**src/rtl/xlate_pkg.sv**
```systemverilog
package xlate_pkg;

   // Walker states. The order is free: no neighbour decodes the encoding.
   typedef enum logic [1:0] {
      ST_IDLE  = 2'd0,
      ST_FETCH = 2'd1,
      ST_CHECK = 2'd2,
      ST_MARK  = 2'd3
   } walk_st_e;

endpackage

```
**src/rtl/xlate_pte_upd.sv**
```systemverilog
// Decodes a fetched page-table entry and works out the flags it must carry
// after this access. Flag positions sit just above the frame field.
module xlate_pte_upd #(
   parameter int FRAME_W = 5
) (
   input  logic [FRAME_W+2:0] pte_in,
   input  logic               acc_write,
   output logic [FRAME_W-1:0] frame_o,
   output logic               resident_o,
   output logic               dirty_o,
   output logic               need_wb_o,
   output logic [FRAME_W+2:0] pte_o
);
   localparam int REF_B = FRAME_W;
   localparam int RES_B = FRAME_W + 1;
   localparam int DRT_B = FRAME_W + 2;

   logic ref_old, dirty_old;

   always_comb begin
      frame_o    = pte_in[FRAME_W-1:0];
      resident_o = pte_in[RES_B];
      ref_old    = pte_in[REF_B];
      dirty_old  = pte_in[DRT_B];
      dirty_o    = dirty_old | acc_write;
      need_wb_o  = ~ref_old | (acc_write & ~dirty_old);
      pte_o               = pte_in;
      pte_o[REF_B]        = 1'b1;
      pte_o[DRT_B]        = dirty_o;
   end
endmodule

```
**src/rtl/xlate_tlb.sv**
```systemverilog
// Fully associative translation buffer with round-robin fill.
module xlate_tlb #(
   parameter int TAG_W   = 6,
   parameter int FRAME_W = 5,
   parameter int ENTRIES = 4,
   parameter int IDX_W   = (ENTRIES > 1) ? $clog2(ENTRIES) : 1
) (
   input  logic               clk,
   input  logic               rst_n,
   input  logic               flush,
   input  logic [TAG_W-1:0]   lk_tag,
   output logic               lk_hit,
   output logic [FRAME_W-1:0] lk_frame,
   output logic               lk_dirty,
   output logic [IDX_W-1:0]   lk_idx,
   input  logic               ins_en,
   input  logic [TAG_W-1:0]   ins_tag,
   input  logic [FRAME_W-1:0] ins_frame,
   input  logic               ins_dirty,
   input  logic               mark_en,
   input  logic [IDX_W-1:0]   mark_idx,
   output logic [ENTRIES-1:0] match_vec,
   output logic [ENTRIES-1:0] valid_vec
);
   localparam int LAST = ENTRIES - 1;

   logic [IDX_W-1:0]   rr_q, rr_nxt;
   logic [FRAME_W-1:0] frame_arr [ENTRIES];
   logic [ENTRIES-1:0] dirty_vec;

   for (genvar i = 0; i < ENTRIES; i++) begin : g_ent
      logic               v_q, d_q;
      logic [TAG_W-1:0]   t_q;
      logic [FRAME_W-1:0] f_q;
      logic               sel_ins, sel_mark;

      assign sel_ins  = ins_en  && (rr_q == IDX_W'(i));
      assign sel_mark = mark_en && (mark_idx == IDX_W'(i));

      always_ff @(posedge clk or negedge rst_n) begin
         if (!rst_n) begin
            v_q <= 1'b0;
            d_q <= 1'b0;
            t_q <= '0;
            f_q <= '0;
         end else if (flush) begin
            v_q <= 1'b0;
         end else if (sel_ins) begin
            v_q <= 1'b1;
            d_q <= ins_dirty;
            t_q <= ins_tag;
            f_q <= ins_frame;
         end else if (sel_mark) begin
            d_q <= 1'b1;
         end
      end

      assign valid_vec[i] = v_q;
      assign dirty_vec[i] = d_q;
      assign frame_arr[i] = f_q;
      assign match_vec[i] = v_q && (t_q == lk_tag);
   end

   always_comb begin
      lk_hit   = |match_vec;
      lk_frame = '0;
      lk_dirty = 1'b0;
      lk_idx   = '0;
      for (int i = 0; i < ENTRIES; i++) begin
         lk_frame = lk_frame | ({FRAME_W{match_vec[i]}} & frame_arr[i]);
         lk_dirty = lk_dirty | (match_vec[i] & dirty_vec[i]);
         lk_idx   = lk_idx   | (match_vec[i] ? IDX_W'(i) : '0);
      end
   end

   // Replacement pointer: the variant depends on the entry count.
   if (ENTRIES == 1) begin : g_rr_single
      assign rr_nxt = '0;
   end else if ((ENTRIES & (ENTRIES - 1)) == 0) begin : g_rr_pow2
      assign rr_nxt = rr_q + 1'b1;
   end else begin : g_rr_wrap
      assign rr_nxt = (rr_q == IDX_W'(LAST)) ? '0 : rr_q + 1'b1;
   end

   always_ff @(posedge clk or negedge rst_n) begin
      if (!rst_n)      rr_q <= '0;
      else if (ins_en) rr_q <= rr_nxt;
   end
endmodule

```
**src/rtl/xlate_walk.sv**
```systemverilog
// Request sequencer: hit response, page-table fetch, fault and flag update.
module xlate_walk
   import xlate_pkg::*;
#(
   parameter int VA_W    = 16,
   parameter int OFF_W   = 10,
   parameter int FRAME_W = 5,
   parameter int MA_W    = 16,
   parameter int IDX_W   = 2
) (
   input  logic                     clk,
   input  logic                     rst_n,
   input  logic [MA_W-1:0]          pt_base,
   input  logic                     req_valid,
   output logic                     req_ready,
   input  logic [VA_W-1:0]          req_vaddr,
   input  logic                     req_write,
   output logic                     rsp_valid,
   output logic [FRAME_W+OFF_W-1:0] rsp_paddr,
   output logic                     page_fault,
   output logic                     mem_rd,
   output logic                     mem_wr,
   output logic [MA_W-1:0]          mem_addr,
   output logic [FRAME_W+2:0]       mem_wdata,
   input  logic [FRAME_W+2:0]       mem_rdata,
   input  logic                     lk_hit,
   input  logic [FRAME_W-1:0]       lk_frame,
   input  logic                     lk_dirty,
   input  logic [IDX_W-1:0]         lk_idx,
   output logic                     ins_en,
   output logic [VA_W-OFF_W-1:0]    ins_tag,
   output logic [FRAME_W-1:0]       ins_frame,
   output logic                     ins_dirty,
   output logic                     mark_en,
   output logic [IDX_W-1:0]         mark_idx
);
   localparam int VPN_W = VA_W - OFF_W;
   localparam int PA_W  = FRAME_W + OFF_W;
   localparam int PTE_W = FRAME_W + 3;
   localparam int REF_B = FRAME_W;
   localparam int RES_B = FRAME_W + 1;
   localparam int DRT_B = FRAME_W + 2;

   walk_st_e           st_q;
   logic [VPN_W-1:0]   vpn_q;
   logic [OFF_W-1:0]   off_q;
   logic               wr_q;
   logic [FRAME_W-1:0] frame_q;
   logic [IDX_W-1:0]   idx_q;
   logic               rsp_q, flt_q;
   logic [PA_W-1:0]    pa_q;

   logic [FRAME_W-1:0] u_frame;
   logic               u_res, u_dirty, u_wb;
   logic [PTE_W-1:0]   u_pte, mark_pte;

   xlate_pte_upd #(.FRAME_W(FRAME_W)) u_upd (
      .pte_in     (mem_rdata),
      .acc_write  (wr_q),
      .frame_o    (u_frame),
      .resident_o (u_res),
      .dirty_o    (u_dirty),
      .need_wb_o  (u_wb),
      .pte_o      (u_pte)
   );

   always_comb begin
      mark_pte                 = '0;
      mark_pte[FRAME_W-1:0]    = frame_q;
      mark_pte[REF_B]          = 1'b1;
      mark_pte[RES_B]          = 1'b1;
      mark_pte[DRT_B]          = 1'b1;

      req_ready = (st_q == ST_IDLE);
      mem_rd    = (st_q == ST_FETCH);
      mem_wr    = ((st_q == ST_CHECK) && u_res && u_wb) || (st_q == ST_MARK);
      mem_addr  = pt_base + MA_W'(vpn_q);
      mem_wdata = (st_q == ST_MARK) ? mark_pte : u_pte;
      ins_en    = (st_q == ST_CHECK) && u_res;
      ins_tag   = vpn_q;
      ins_frame = u_frame;
      ins_dirty = u_dirty;
      mark_en   = (st_q == ST_MARK);
      mark_idx  = idx_q;
   end

   always_ff @(posedge clk or negedge rst_n) begin
      if (!rst_n) begin
         st_q    <= ST_IDLE;
         vpn_q   <= '0;
         off_q   <= '0;
         wr_q    <= 1'b0;
         frame_q <= '0;
         idx_q   <= '0;
         rsp_q   <= 1'b0;
         flt_q   <= 1'b0;
         pa_q    <= '0;
      end else begin
         rsp_q <= 1'b0;
         flt_q <= 1'b0;
         case (st_q)
            ST_IDLE: begin
               if (req_valid) begin
                  vpn_q <= req_vaddr[VA_W-1:OFF_W];
                  off_q <= req_vaddr[OFF_W-1:0];
                  wr_q  <= req_write;
                  if (lk_hit) begin
                     if (req_write && !lk_dirty) begin
                        st_q    <= ST_MARK;
                        frame_q <= lk_frame;
                        idx_q   <= lk_idx;
                     end else begin
                        rsp_q <= 1'b1;
                        pa_q  <= {lk_frame, req_vaddr[OFF_W-1:0]};
                     end
                  end else begin
                     st_q <= ST_FETCH;
                  end
               end
            end
            ST_FETCH: st_q <= ST_CHECK;
            ST_CHECK: begin
               if (u_res) begin
                  rsp_q <= 1'b1;
                  pa_q  <= {u_frame, off_q};
               end else begin
                  flt_q <= 1'b1;
               end
               st_q <= ST_IDLE;
            end
            ST_MARK: begin
               rsp_q <= 1'b1;
               pa_q  <= {frame_q, off_q};
               st_q  <= ST_IDLE;
            end
            default: st_q <= ST_IDLE;
         endcase
      end
   end

   assign rsp_valid  = rsp_q;
   assign rsp_paddr  = pa_q;
   assign page_fault = flt_q;
endmodule

```
**src/rtl/paged_xlate.sv**
```systemverilog
module paged_xlate #(
   parameter int VA_W    = 16,
   parameter int OFF_W   = 10,
   parameter int FRAME_W = 5,
   parameter int TLB_N   = 4,
   parameter int MA_W    = 16
) (
   input  logic                     clk,
   input  logic                     rst_n,
   input  logic                     flush,
   input  logic [MA_W-1:0]          pt_base,
   input  logic                     req_valid,
   output logic                     req_ready,
   input  logic [VA_W-1:0]          req_vaddr,
   input  logic                     req_write,
   output logic                     rsp_valid,
   output logic [FRAME_W+OFF_W-1:0] rsp_paddr,
   output logic                     page_fault,
   output logic                     mem_rd,
   output logic                     mem_wr,
   output logic [MA_W-1:0]          mem_addr,
   output logic [FRAME_W+2:0]       mem_wdata,
   input  logic [FRAME_W+2:0]       mem_rdata
);
   localparam int VPN_W = VA_W - OFF_W;
   localparam int IDX_W = (TLB_N > 1) ? $clog2(TLB_N) : 1;

   if (OFF_W < 1 || VPN_W < 1) begin : g_bad_split
      $error("paged_xlate: virtual address must hold both a page number and an offset");
   end
   if (FRAME_W < 1) begin : g_bad_frame
      $error("paged_xlate: frame width must be at least 1");
   end
   if (TLB_N < 1) begin : g_bad_depth
      $error("paged_xlate: buffer needs at least one entry");
   end
   if (VPN_W > MA_W) begin : g_bad_ma
      $error("paged_xlate: page number wider than the table address");
   end

   logic               tlb_hit, tlb_dirty;
   logic [FRAME_W-1:0] tlb_frame;
   logic [IDX_W-1:0]   tlb_idx;
   logic [TLB_N-1:0]   tlb_match, tlb_valid;
   logic               ins_en, ins_dirty, mark_en;
   logic [VPN_W-1:0]   ins_tag;
   logic [FRAME_W-1:0] ins_frame;
   logic [IDX_W-1:0]   mark_idx;

   xlate_tlb #(
      .TAG_W   (VPN_W),
      .FRAME_W (FRAME_W),
      .ENTRIES (TLB_N),
      .IDX_W   (IDX_W)
   ) u_tlb (
      .clk       (clk),
      .rst_n     (rst_n),
      .flush     (flush),
      .lk_tag    (req_vaddr[VA_W-1:OFF_W]),
      .lk_hit    (tlb_hit),
      .lk_frame  (tlb_frame),
      .lk_dirty  (tlb_dirty),
      .lk_idx    (tlb_idx),
      .ins_en    (ins_en),
      .ins_tag   (ins_tag),
      .ins_frame (ins_frame),
      .ins_dirty (ins_dirty),
      .mark_en   (mark_en),
      .mark_idx  (mark_idx),
      .match_vec (tlb_match),
      .valid_vec (tlb_valid)
   );

   xlate_walk #(
      .VA_W    (VA_W),
      .OFF_W   (OFF_W),
      .FRAME_W (FRAME_W),
      .MA_W    (MA_W),
      .IDX_W   (IDX_W)
   ) u_walk (
      .clk        (clk),
      .rst_n      (rst_n),
      .pt_base    (pt_base),
      .req_valid  (req_valid),
      .req_ready  (req_ready),
      .req_vaddr  (req_vaddr),
      .req_write  (req_write),
      .rsp_valid  (rsp_valid),
      .rsp_paddr  (rsp_paddr),
      .page_fault (page_fault),
      .mem_rd     (mem_rd),
      .mem_wr     (mem_wr),
      .mem_addr   (mem_addr),
      .mem_wdata  (mem_wdata),
      .mem_rdata  (mem_rdata),
      .lk_hit     (tlb_hit),
      .lk_frame   (tlb_frame),
      .lk_dirty   (tlb_dirty),
      .lk_idx     (tlb_idx),
      .ins_en     (ins_en),
      .ins_tag    (ins_tag),
      .ins_frame  (ins_frame),
      .ins_dirty  (ins_dirty),
      .mark_en    (mark_en),
      .mark_idx   (mark_idx)
   );
endmodule

```
**config.mk**
```make
export PLATFORM = sky130hd
export DESIGN_NAME = paged_xlate
export DESIGN_NICKNAME = d
export VERILOG_FILES = /design/src/rtl/xlate_pkg.sv /design/src/rtl/xlate_pte_upd.sv /design/src/rtl/xlate_tlb.sv /design/src/rtl/xlate_walk.sv /design/src/rtl/paged_xlate.sv
export SDC_FILE = /design/constraint.sdc
export NUM_CORES = 1
export LEC_CHECK = 0
export BUFFER_PORTS_ARGS = -buffer_cell sky130_fd_sc_hd__buf_2
export CELL_PAD_IN_SITES_DETAIL_PLACEMENT = 1
export CELL_PAD_IN_SITES_GLOBAL_PLACEMENT = 1
export CORE_MARGIN = 4
export CORE_UTILIZATION = 48
export DETAILED_ROUTE_END_ITERATION = 16
export MAX_ROUTING_LAYER = met4
export PLACE_DENSITY = 0.91
export SYNTH_ARGS = -nofsm -noshare
export SYNTH_HDL_FRONTEND = slang
export SYNTH_SLANG_ARGS = --single-unit
export TNS_END_PERCENT = 1
```
**constraint.sdc**
```tcl
create_clock -name clk -period 3.6 [get_ports clk]
set_input_delay 0.18 -clock clk [delete_from_list [all_inputs] [get_ports clk]]
set_output_delay 0.18 -clock clk [all_outputs]
set_load 0.02 [all_outputs]
```
After elaboration in Yosys (flattened, before gate mapping)

Index checks and enable logic that the tools add are counted.

Flip-flop bits (word level): 97
Bits in latches: 0
Bits in writable memories: 0
ROM bits: 0
Input bits: 45
Output and inout bits: 44
Logic and storage cells: 147
Memories: 0

$add $sub $neg: 2
Multipliers: 0
Div/mod/pow operators: 0
$lt $le $gt $ge: 0
Equal/unequal tests: 18
Shift-type cells: 0
Muxes and demuxes: 36
Bitwise operators: 22
Reduce and logical (&&, ||, !) cells: 43

Operator list:

| operator                                                                | count |
|---|---|
| 15-bit two-way mux                                                      | 4 |
| 15-bit case mux with 3 select lines                                     | 1 |
| 6-bit == test                                                           | 4 |
| 1-bit two-way mux                                                       | 23 |
| 5-bit AND                                                               | 4 |
| 2-bit AND reduction                                                     | 10 |
| 16-bit by 6-bit adder with 16-bit output                                | 1 |
| 2-bit nonzero test                                                      | 8 |
| 1-bit logical AND                                                       | 15 |
| 5-bit bitwise OR                                                        | 3 |
| 2-bit == test, second input constant                                    | 6 |
| 2-bit two-way mux                                                       | 5 |
| 8-bit two-way mux                                                       | 1 |
| 2-bit by 1-bit == test with 1-bit output, second input constant         | 3 |
| 2-bit logical NOT                                                       | 3 |
| 2-bit inequality test, second input constant                            | 3 |
| 2-bit case mux with 3 select lines                                      | 1 |
| 1-bit AND                                                               | 5 |
| 1-bit bitwise OR                                                        | 5 |
| 5-bit AND reduction                                                     | 1 |
| 2-bit bitwise OR                                                        | 2 |
| 4-bit AND reduction                                                     | 1 |
| 4-bit OR reduction                                                      | 1 |
| 3-bit by 2-bit inequality test with 1-bit output, second input constant | 1 |
| other kinds (8)                                                         | 10 |

Depth between registers and ports, before layout

Gate-level depths: netlist of run 1.

Depth after elaboration: 12
Depth in mapped cells: 9
Mapped depth without buffers: 9

By module

Synthesis of run 1 repeated with hierarchy kept, for this count alone.

Cells, all modules: 438
Area, all modules: 5255.0 µm²

By module, submodules not included:

| module        | instances | cells each | area an instance (µm²) | seq. area each (µm²) |
|---|---|---|---|---|
| xlate_tlb     | 1         | 221        | 2653.8                 | 1351.3 |
| xlate_walk    | 1         | 199        | 2477.4                 | 1076.0 |
| xlate_pte_upd | 1         | 18         | 123.9                  | 0.0 |

Worst setup path after synthesis of run 1

Ideal clock, no wire load.

Path kind: register -> output
From: register u_walk.vpn_q[0], in the netlist u_walk.ins_tag[0]
To: output port mem_addr[12]
Arrival time: 2.250 ns
Data required time: 3.420 ns
Slack: 1.170 ns
Cell stages (with the launch flop): 10
Cells stage by stage: dfrtp_1 ha_1 inv_1 fa_1 nor2b_1 o21ai_0 a21boi_0 o21ai_0 a211oi_1 xor2_1

Longest elaborated chain between the ends: 1

RTL lines:

| what                                     | line              | RTL |
|---|---|---|
| start: declaration                       | xlate_walk.sv:45  | `logic [VPN_W-1:0] vpn_q;` |
| start signal: assignment                 | xlate_walk.sv:104 | `vpn_q <= req_vaddr[VA_W-1:OFF_W];` |
| 16-bit by 6-bit adder with 16-bit output | xlate_walk.sv:77  | `mem_addr = pt_base + MA_W'(vpn_q);` |
| end: declaration                         | paged_xlate.sv:21 | `output logic [MA_W-1:0] mem_addr,` |

No other way between the ends.

Worst setup path in the final report of run 1

From: register u_walk.vpn_q[0], in the netlist u_walk.ins_tag[0]
To: output port mem_addr[14]

Same word-level chain as after synthesis.

==> summary by stage, run 1 <==
Critical path
The largest driver fanout on the critical path is 6. The type of element launching the critical path is a register. Data on the critical path is required at its endpoint by 3.42 ns. The cell repeated most along the worst path is sky130_fd_sc_hd__o21ai_0. The standard cell with the maximum stage delay on the critical path is sky130_fd_sc_hd__dfrtp_1.

The sum of buffers and inverters on the critical path is 2. The worst setup path is of the reg2out kind. For this run, the slowest stage of the critical path takes 0.45 ns. The category of the worst setup path capture point is an output pin. The critical path goes through ha_1 -> inv_1 -> fa_1 -> nor2b_1 -> o21ai_0 -> a21boi_0 -> o21ai_0 -> a211oi_1 -> xor2_1 -> buf_2. The arrival time at the worst endpoint is 2.99 ns. The largest delay contributor family on the critical path is compound AO/OA/AOI/OAI gates.

Global route
For this run the aggregate overflow at the end of global routing stands at 0. The wire length of the first global-routing pass is 21.9 mm. The number of antenna violations at the first check in global routing was 0. Across every metal layer, demand over resource in global routing totals 24.8%. The via count of the first global-routing pass is 4215. The pin count of the biggest net entering global routing is just over 80.

Yosys
Synthesis instantiated 41 different standard cells from the library. For this run, the leading register cell type out of synthesis is sky130_fd_sc_hd__dfrtp_1. The cell count after synthesis came out at 448. Of all flip-flops after synthesis, the portion carrying an async set or reset was 100%. The count of flip-flops with a built-in enable after synthesis is 0. The post-synthesis sequential area ratio is 48.6%. The synthesized design contains 97 register bits. The average cell area after synthesis is 11.1 um^2.

The netlist area before placement is 4990 um^2. The number of warnings printed during yosys synthesis is 0. The number of nets in the synthesized netlist is between 500 and 600.

Finish
Measured on the finished design, the core utilization comes to 56.9%. Relative to the synthesized area, the layout overhead comes to 13.4%. The post-layout net count is 584. The most common cell after layout, fill and taps aside is sky130_fd_sc_hd__dfrtp_1. The proportion of layout cells with a drive suffix above 1 is 34.6%. The repair_antennas step left the layout with diodes totalling 0.

The top cell types in the final layout, fill and taps aside, are sky130_fd_sc_hd__dfrtp_1, sky130_fd_sc_hd__buf_2, sky130_fd_sc_hd__nand2_1.

STA
The hold violation count in the final report is 27. The highest clock frequency the design can meet is between 0.3 and 0.4 GHz. The headroom to the max-slew limit is a little under a third. The final worst hold slack is -0.0410 ns.

The total count of max-transition violations in the final report is 0. The setup-violating endpoint count in the final report is 0. Setup repair after global routing left no endpoint under its margin. After layout, the minimum clock period comes to 3.17 ns.

The setup slack after layout is 0.430 ns. On the final layout, the worst clock skew is 0.0157 ns. Adding up every negative setup slack in the final design gives 0 ns. The transition time at the pin with the least slew margin is approximately 1 ns. Of the available clock period, the critical path in the final layout requires approximately nine tenths.

Clocking
TritonCTS built the clock tree. The clock slew at the register clock pins of the worst setup and hold paths is approximately 0.090 ns. In this run the post-CTS setup repair buffer count came out at 0. The maximum number of buffers from clock root to sink is 2. The cell chosen for the clock root is sky130_fd_sc_hd__clkbuf_8. The TritonCTS buffer count is 9. The number of hold buffers added after CTS was 1. The number of gates resized after cts is 0.

Clock latency on the worst-skew pair, taken at its later pin, is 0.38 ns. The clock net in this run drives a total of just under 100 sinks. CTS built an H-tree with a depth of 3.

Detailed routing
The via-per-instance ratio is around 5.7. After detailed routing, the number of remaining DRC violations is 0. The number of nets with antenna violations after detailed routing is 0. The routed layout has approximately 3800 vias. The number of DRC markers in iteration 0 is 248. Dividing the detail-routed wire length by the instance count gives 20.7 um. The number of detailed-routing iterations run before antenna repair is 4. The routed wire length is 13.8 mm.

Floorplan
For this design the top-level I/O count stands at 89. The die height is ~110 um. The floorplan die width is around 110 um.

The total area inside the core boundary comes to 9950 um^2. The floorplan step defined a die boundary enclosing roughly 12000 um^2. The number of rows created at floorplan is 36. The initial core utilization is approximately 50%.

Placement
The setup slack after placement is 0.810 ns. Routability-driven placement finished with a final weighted congestion of 0.810. Once detailed placement completed, the half-perimeter wirelength came to 9.68 mm. The count of buffers added on input and output ports is 87.

Pwr
The analysis attributes to cell leakage a power of 2.77 nW. The largest vdd supply drop is 0.246 mV. The power density over the cells is roughly 640 nW/um^2.

Run status
The checks that failed: negative hold slack. The flow ran to the end, but the final reports show violations.

Run
The number of max-cap violations is 0.

Min path
The min-delay analysis places its worst path in the category in2async.
==> worst register-to-register path, stage by stage, from the launching register on <==
cell                      delay [ns]
sky130_fd_sc_hd__dfrtp_1        0.42
sky130_fd_sc_hd__xnor2_1        0.22
sky130_fd_sc_hd__nand4_1        0.21
sky130_fd_sc_hd__nor2_1         0.62
sky130_fd_sc_hd__nor4_1         0.27
sky130_fd_sc_hd__o31ai_4        0.26
sky130_fd_sc_hd__buf_4          0.33
sky130_fd_sc_hd__mux2_2         0.39
==> final cells by class <==
class                      instances  area, um^2
clock buffer                      11         141
clock inverter                     4        27.5
fill                            1111        4290
inverter                          24        90.1
multi-input combinational        305        2340
sequential                        97        2430
tap                              133         166
timing repair buffer              91         470
==> Yosys cell counts, drive strengths merged (6+ instances only) <==
cell / count / share of area, %
a31oi: 6 / 0.75
buf: 11 / 1.9
nand4: 7 / 0.88
nand3: 8 / 0.80
nor2: 12 / 0.90
inv: 24 / 1.8
dfrtp: 97 / 49
ha: 10 / 2.5
a22oi: 10 / 1.5
xor2: 6 / 1.1
nand2: 70 / 5.3
xnor2: 32 / 5.6
o21ai: 20 / 2.0
mux2: 76 / 18
a211oi: 10 / 1.5
clkbuf: 11 / 0.83
==> layer usage <==
layer,up-vias,global-route usage [%],share of wire (%)
met2,112,43.0,53
li1,1695,-,-
met4,0,11.8,3.6
met1,1931,28.3,40
met3,41,3.61,4.3
met5,-,-,0
==> sequential cells by signal (all words and copies together), names as in the netlist <==
name,count
u_tlb.g_ent.t_q,24
u_tlb.g_ent.f_q,20
u_walk.rsp_paddr,15
u_walk.off_q,10
u_walk.ins_tag,6
u_walk.frame_q,5
u_tlb.g_ent.d_q,4
u_tlb.g_ent.v_q,4
u_tlb.rr_q,2
u_walk.mark_idx,2
u_walk.st_q,2
u_walk.page_fault,1
u_walk.rsp_valid,1
u_walk.wr_q,1
==> cell families (layout without fill, tap and decap cells) <==
group / Yosys count / count (layout) / share of synthesized area [%]
muxes: 78 / 78 / 18.2
adders and majority gates: 11 / 11 / 2.91
DFF: 97 / 97 / 48.6
and+or+nand+nor: 120 / 120 / 11.0
buffers and inverters: 46 / 130 / 4.54
other: 1 / 1 / 0.0751
AOI/OAI and AO/OA: 57 / 57 / 7.97
xor gates and xnor gates: 38 / 38 / 6.67
==> report_power, final <==
part | switching (mW) | leakage [nW] | internal (mW)
sequential | 0.276 | 1.24 | 1.45
combinational | 0.657 | 1.45 | 0.562
clock | 0.385 | 0.0900 | 0.270
total | 1.32 | 2.77 | 2.28
==> path summary, 6_finish.rpt <==
path | endpoint | depth (start not counted) | slack [ns] | startpoint
worst min-delay path | u_walk.off_q[2]$_DFFE_PN0P_ | 1 | -0.04 | rst_n
worst max-delay path | mem_addr[14] | 10 | 0.43 | u_walk.ins_tag[0]$_DFFE_PN0P_
worst min register to register | u_walk.off_q[2]$_DFFE_PN0P_ | 2 | 0.49 | u_walk.off_q[2]$_DFFE_PN0P_
min in group clk | u_walk.off_q[2]$_DFFE_PN0P_ | 3 | 0 | req_vaddr[2]
worst max register to register | u_walk.rsp_paddr[0]$_DFFE_PN0P_ | 7 | 0.78 | u_tlb.g_ent[3].t_q[4]$_DFFE_PN0P_
max in group asynchronous | u_tlb.rr_q[1]$_DFFE_PN0P_ | 2 | 2.78 | rst_n
==> metrics by stage <==
step	instance area (um^2)	power, mW	hold WS (ns)	std cells
after floorplan	4990	2.52	-0.116	448
after global placement	5480	2.83	0.387	649
after detailed placement	5480	2.96	0.392	649
after CTS	5660	3.62	0.00202	665
after global routing	5660	3.82	0.0163	665
final	5660	3.60	-0.0410	665
(Power assumes the default switching activity.)
==> run 2: changes to the inputs <==
==> constraint.sdc (replaced) <==
create_clock -name clk -period 3.6 [get_ports clk]
set_input_delay 0.36 -clock clk [delete_from_list [all_inputs] [get_ports clk]]
set_output_delay 0.36 -clock clk [all_outputs]
set_load 0.02 [all_outputs]
==> run 2 against run 1 <==
  * The flow now finishes without violations
  * Global-route usage up 0.54 points
  * Critical path depth unchanged
  * Fmax down 4.0%
  * Final area up 1.6%
  * Via count up 0.56%
  * Critical path type unchanged
  * Largest power group unchanged
  * Register-to-register slack worse by 0.08 ns
  * Total power up 5.3%
==> summary by stage, run 2 (synthesis results as in run 1) <==
Pwr
The internal power summed over all cells came to 2.45 mW (+7.2%). The largest vdd supply drop was 0.260 mV (+5.7%). The overall power after layout was 3.79 mW (+5.3%).

The leakage power is 2.82 nW (+1.5%). The combinational group share of total power is 32.8% (-1.1 points). The switching part of the total power is 35.4% (-1.2 points). The power density over the cells is 659 nW/um^2 (+3.6%). The portion of total power attributed to the clock network is 21.5% (+3.3 points). The sequential fraction of design power is 45.6% (-2.3 points). The switching component of the power was 1.34 mW (+1.9%).

STA
The highest clock frequency the design can meet is 0.303 GHz (-4.0%). Setup repair after global routing left no endpoint under its margin. The hold violation count in the final report came to 0 (-100%). The headroom to the max-slew limit came to 43.7% (+12 points).

The final cycle utilization of the critical path was 91.7% (+3.7 points). The post-route clock skew is 0.0134 ns (-0.00238 ns). The shortest clock period the worst path allows after layout is 3.30 ns (+0.133 ns). The setup-violating endpoint count in the final report is 0 (unchanged). The post-route setup TNS is 0 ns (unchanged).

The transition time at the pin with the least slew margin is 0.843 ns (-0.177 ns). The total count of max-transition violations in the final report was 0 (unchanged).

Clocking
The count of hold buffers inserted by post-cts repair is 0 (-1). The TritonCTS buffer count is 9 (unchanged). The maximum number of buffers from clock root to sink is 2 (unchanged). The number of gates resized after cts is 0 (unchanged).

The clock latency on the worst-skew pair is 0.37 ns (about the same). The clock slew at the register clock pins of the worst setup and hold paths was 0.10 ns (about the same). The post-CTS repair timing setup buffer count is 0 (unchanged). The CTS H-tree depth came to 3 (unchanged). CTS placed an instance of sky130_fd_sc_hd__clkbuf_8 at the clock tree root. The clock sink total came to 97 (unchanged). The CTS tree is yes.

Floorplan
The die height is 110 um (unchanged). The initial core utilization is 50.2% (unchanged). The die area came to 12100 um^2 (unchanged).

The number of rows created at floorplan is 36 (unchanged). The area of the core is 9950 um^2 (unchanged). The count of pins on the block boundary is 89 (unchanged).

The floorplan die width is 110 um (unchanged).

Critical path
The critical path goes through ha_1 -> inv_1 -> fa_1 -> nor2b_1 -> o21ai_0 -> a21boi_0 -> o21ai_0 -> a211oi_1 -> xor2_1 -> buf_2. The longest individual stage delay on the worst path is 0.44 ns (about the same). The reg2reg setup slack is 0.70 ns (-0.08 ns). The largest driver fanout on the critical path is 6 (unchanged).

The standard cell with the maximum stage delay on the critical path is sky130_fd_sc_hd__dfrtp_1. The worst path required time is 3.24 ns (-0.18 ns). STA classifies the critical path endpoint as an output pin. The worst setup path is launched from a register. The arrival time at the worst endpoint is 2.94 ns (-0.05 ns). The start-to-end type of the worst setup path is reg2out. In this design, the critical path's most frequently occurring cell is sky130_fd_sc_hd__o21ai_0.

Global route
The number of antenna violations at the first check in global routing came to 0 (unchanged). The via count of the first global-routing pass was 4124 (-2.2%). The overall overflow remaining after global route is 0 (unchanged). The pin count of the biggest net entering global routing was 51 (-37%). The global-route usage over all layers is 25.4% (+0.54 points). The wire length of the first global-routing pass came to 22.4 mm (+2.0%).

Detailed routing
The total number of vias came to 3800 (+0.56%). The per-cell routed wire length is 21.4 um (+3.7%). The number of DRC markers in iteration 0 was 332 (+34%).

The number of detailed-routing iterations run before antenna repair is 4 (unchanged). The via-per-instance ratio came to 5.67 (-0.19%). The routed wire length is 14.4 mm (+4.4%). The number of nets with antenna violations after detailed routing was 0 (unchanged).

The residual DRC count is 0 (unchanged).

Finish
The number of antenna cells inserted came to 0 (unchanged). The area of all placed cells without fillers was 5750 um^2 (+1.6%). The most common cell after layout, fill and taps aside is sky130_fd_sc_hd__dfrtp_1. In the layout the commonest cells are sky130_fd_sc_hd__dfrtp_1, sky130_fd_sc_hd__buf_2, sky130_fd_sc_hd__nand2_1. More flip-flops sit in one register than any other, and that register is u_tlb.g_ent.t_q. The post-layout net count was 588 (+0.68%). The area added between synthesis and finish is 15.2%. The flip-flop count of the largest register, all copies and words added came to 24 (unchanged).

The proportion of layout cells with a drive suffix above 1 is 35.4% (+0.80 points). The utilization after layout is 57.8% (+0.89 points). The number of fill cells is 1089 (-2.0%).

Run
The number of max-cap violations is 0 (unchanged).

Placement
The HPWL reported at the end of detailed placement is 9.99 mm (+3.2%). The count of input and output buffers is 87 (unchanged). The weighted congestion at the end of routability-driven global placement came to 0.811 (about the same). The instance area after placement was 5520 um^2 (+0.68%).

Run status
The flow ran to the end, and the final reports show no timing, DRC or antenna violations.

Min path
The class of the tightest hold or removal check is in2async.
[run 2: worst paths after layout]
path                                                    from  cells past startpoint                           endpoint
min in group clk                                req_vaddr[3]                      3        u_walk.off_q[3]$_DFFE_PN0P_
max in group asynchronous                              rst_n                      2  u_tlb.g_ent[0].t_q[0]$_DFFE_PN0P_
setup / recovery               u_walk.ins_tag[0]$_DFFE_PN0P_                     10                        mem_addr[8]
hold reg to reg                  u_walk.off_q[2]$_DFFE_PN0P_                      2        u_walk.off_q[2]$_DFFE_PN0P_
setup reg to reg           u_tlb.g_ent[2].t_q[4]$_DFFE_PN0P_                      7    u_walk.rsp_paddr[1]$_DFFE_PN0P_
hold / removal                                         rst_n                      1    u_walk.rsp_paddr[4]$_DFFE_PN0P_
[run 2: final cells by class]
type / count / area, um^2 / share of cell area [%]
clock buffers: 12 / 155 / 2.70
clock inverters: 4 / 75.1 / 1.31
inverters: 24 / 90.1 / 1.57
multi-input cells: 305 / 2340 / 40.7
flip-flops and latches: 97 / 2430 / 42.2
well taps: 133 / 166 / 2.89
repair buffers: 95 / 498 / 8.66
[run 2: critical path: cells and delay by family, from the launching register on]
family / cells / cell delay [ns]
AOI/OAI and AO/OA: 4 / 0.97
adders and majority gates: 2 / 0.63
DFF: 1 / 0.44
buffers and inverters: 2 / 0.24
xor gates and xnor gates: 1 / 0.16
and+or+nand+nor: 1 / 0.14
[run 2: metrics by stage]
step | hold slack, ns | instances | setup WS [ns]
floorplan | 0.0644 | 448 | 0.990
global placement | 0.420 | 654 | 0.795
detailed placement | 0.429 | 654 | 0.625
CTS | 0.0139 | 670 | 0.258
global route | 0.0462 | 670 | 0.0526
finish | 0.00606 | 670 | 0.297
[run 2: routing by layer]
layer  part of all wire (%)  GRT usage (%)  vias up  routed length, um
met4                    2.3           10.2        0                331
li1                       -              -     1707                  -
met3                    5.0           4.08       32                713
met2                     52           43.5      113               7540
met1                     40           29.9     1948               5780
met5                      0              -        -                  0
[run 2: power groups by stage]
stage               sequential [mW]  clock (mW)  combinational [mW]
finish                         1.73       0.816                1.25
detailed placement             1.74           0                1.23
floorplan                      1.74           0               0.779
global route                   1.77       0.876                1.35
CTS                            1.72       0.834                1.26
global placement               1.69           0                1.14
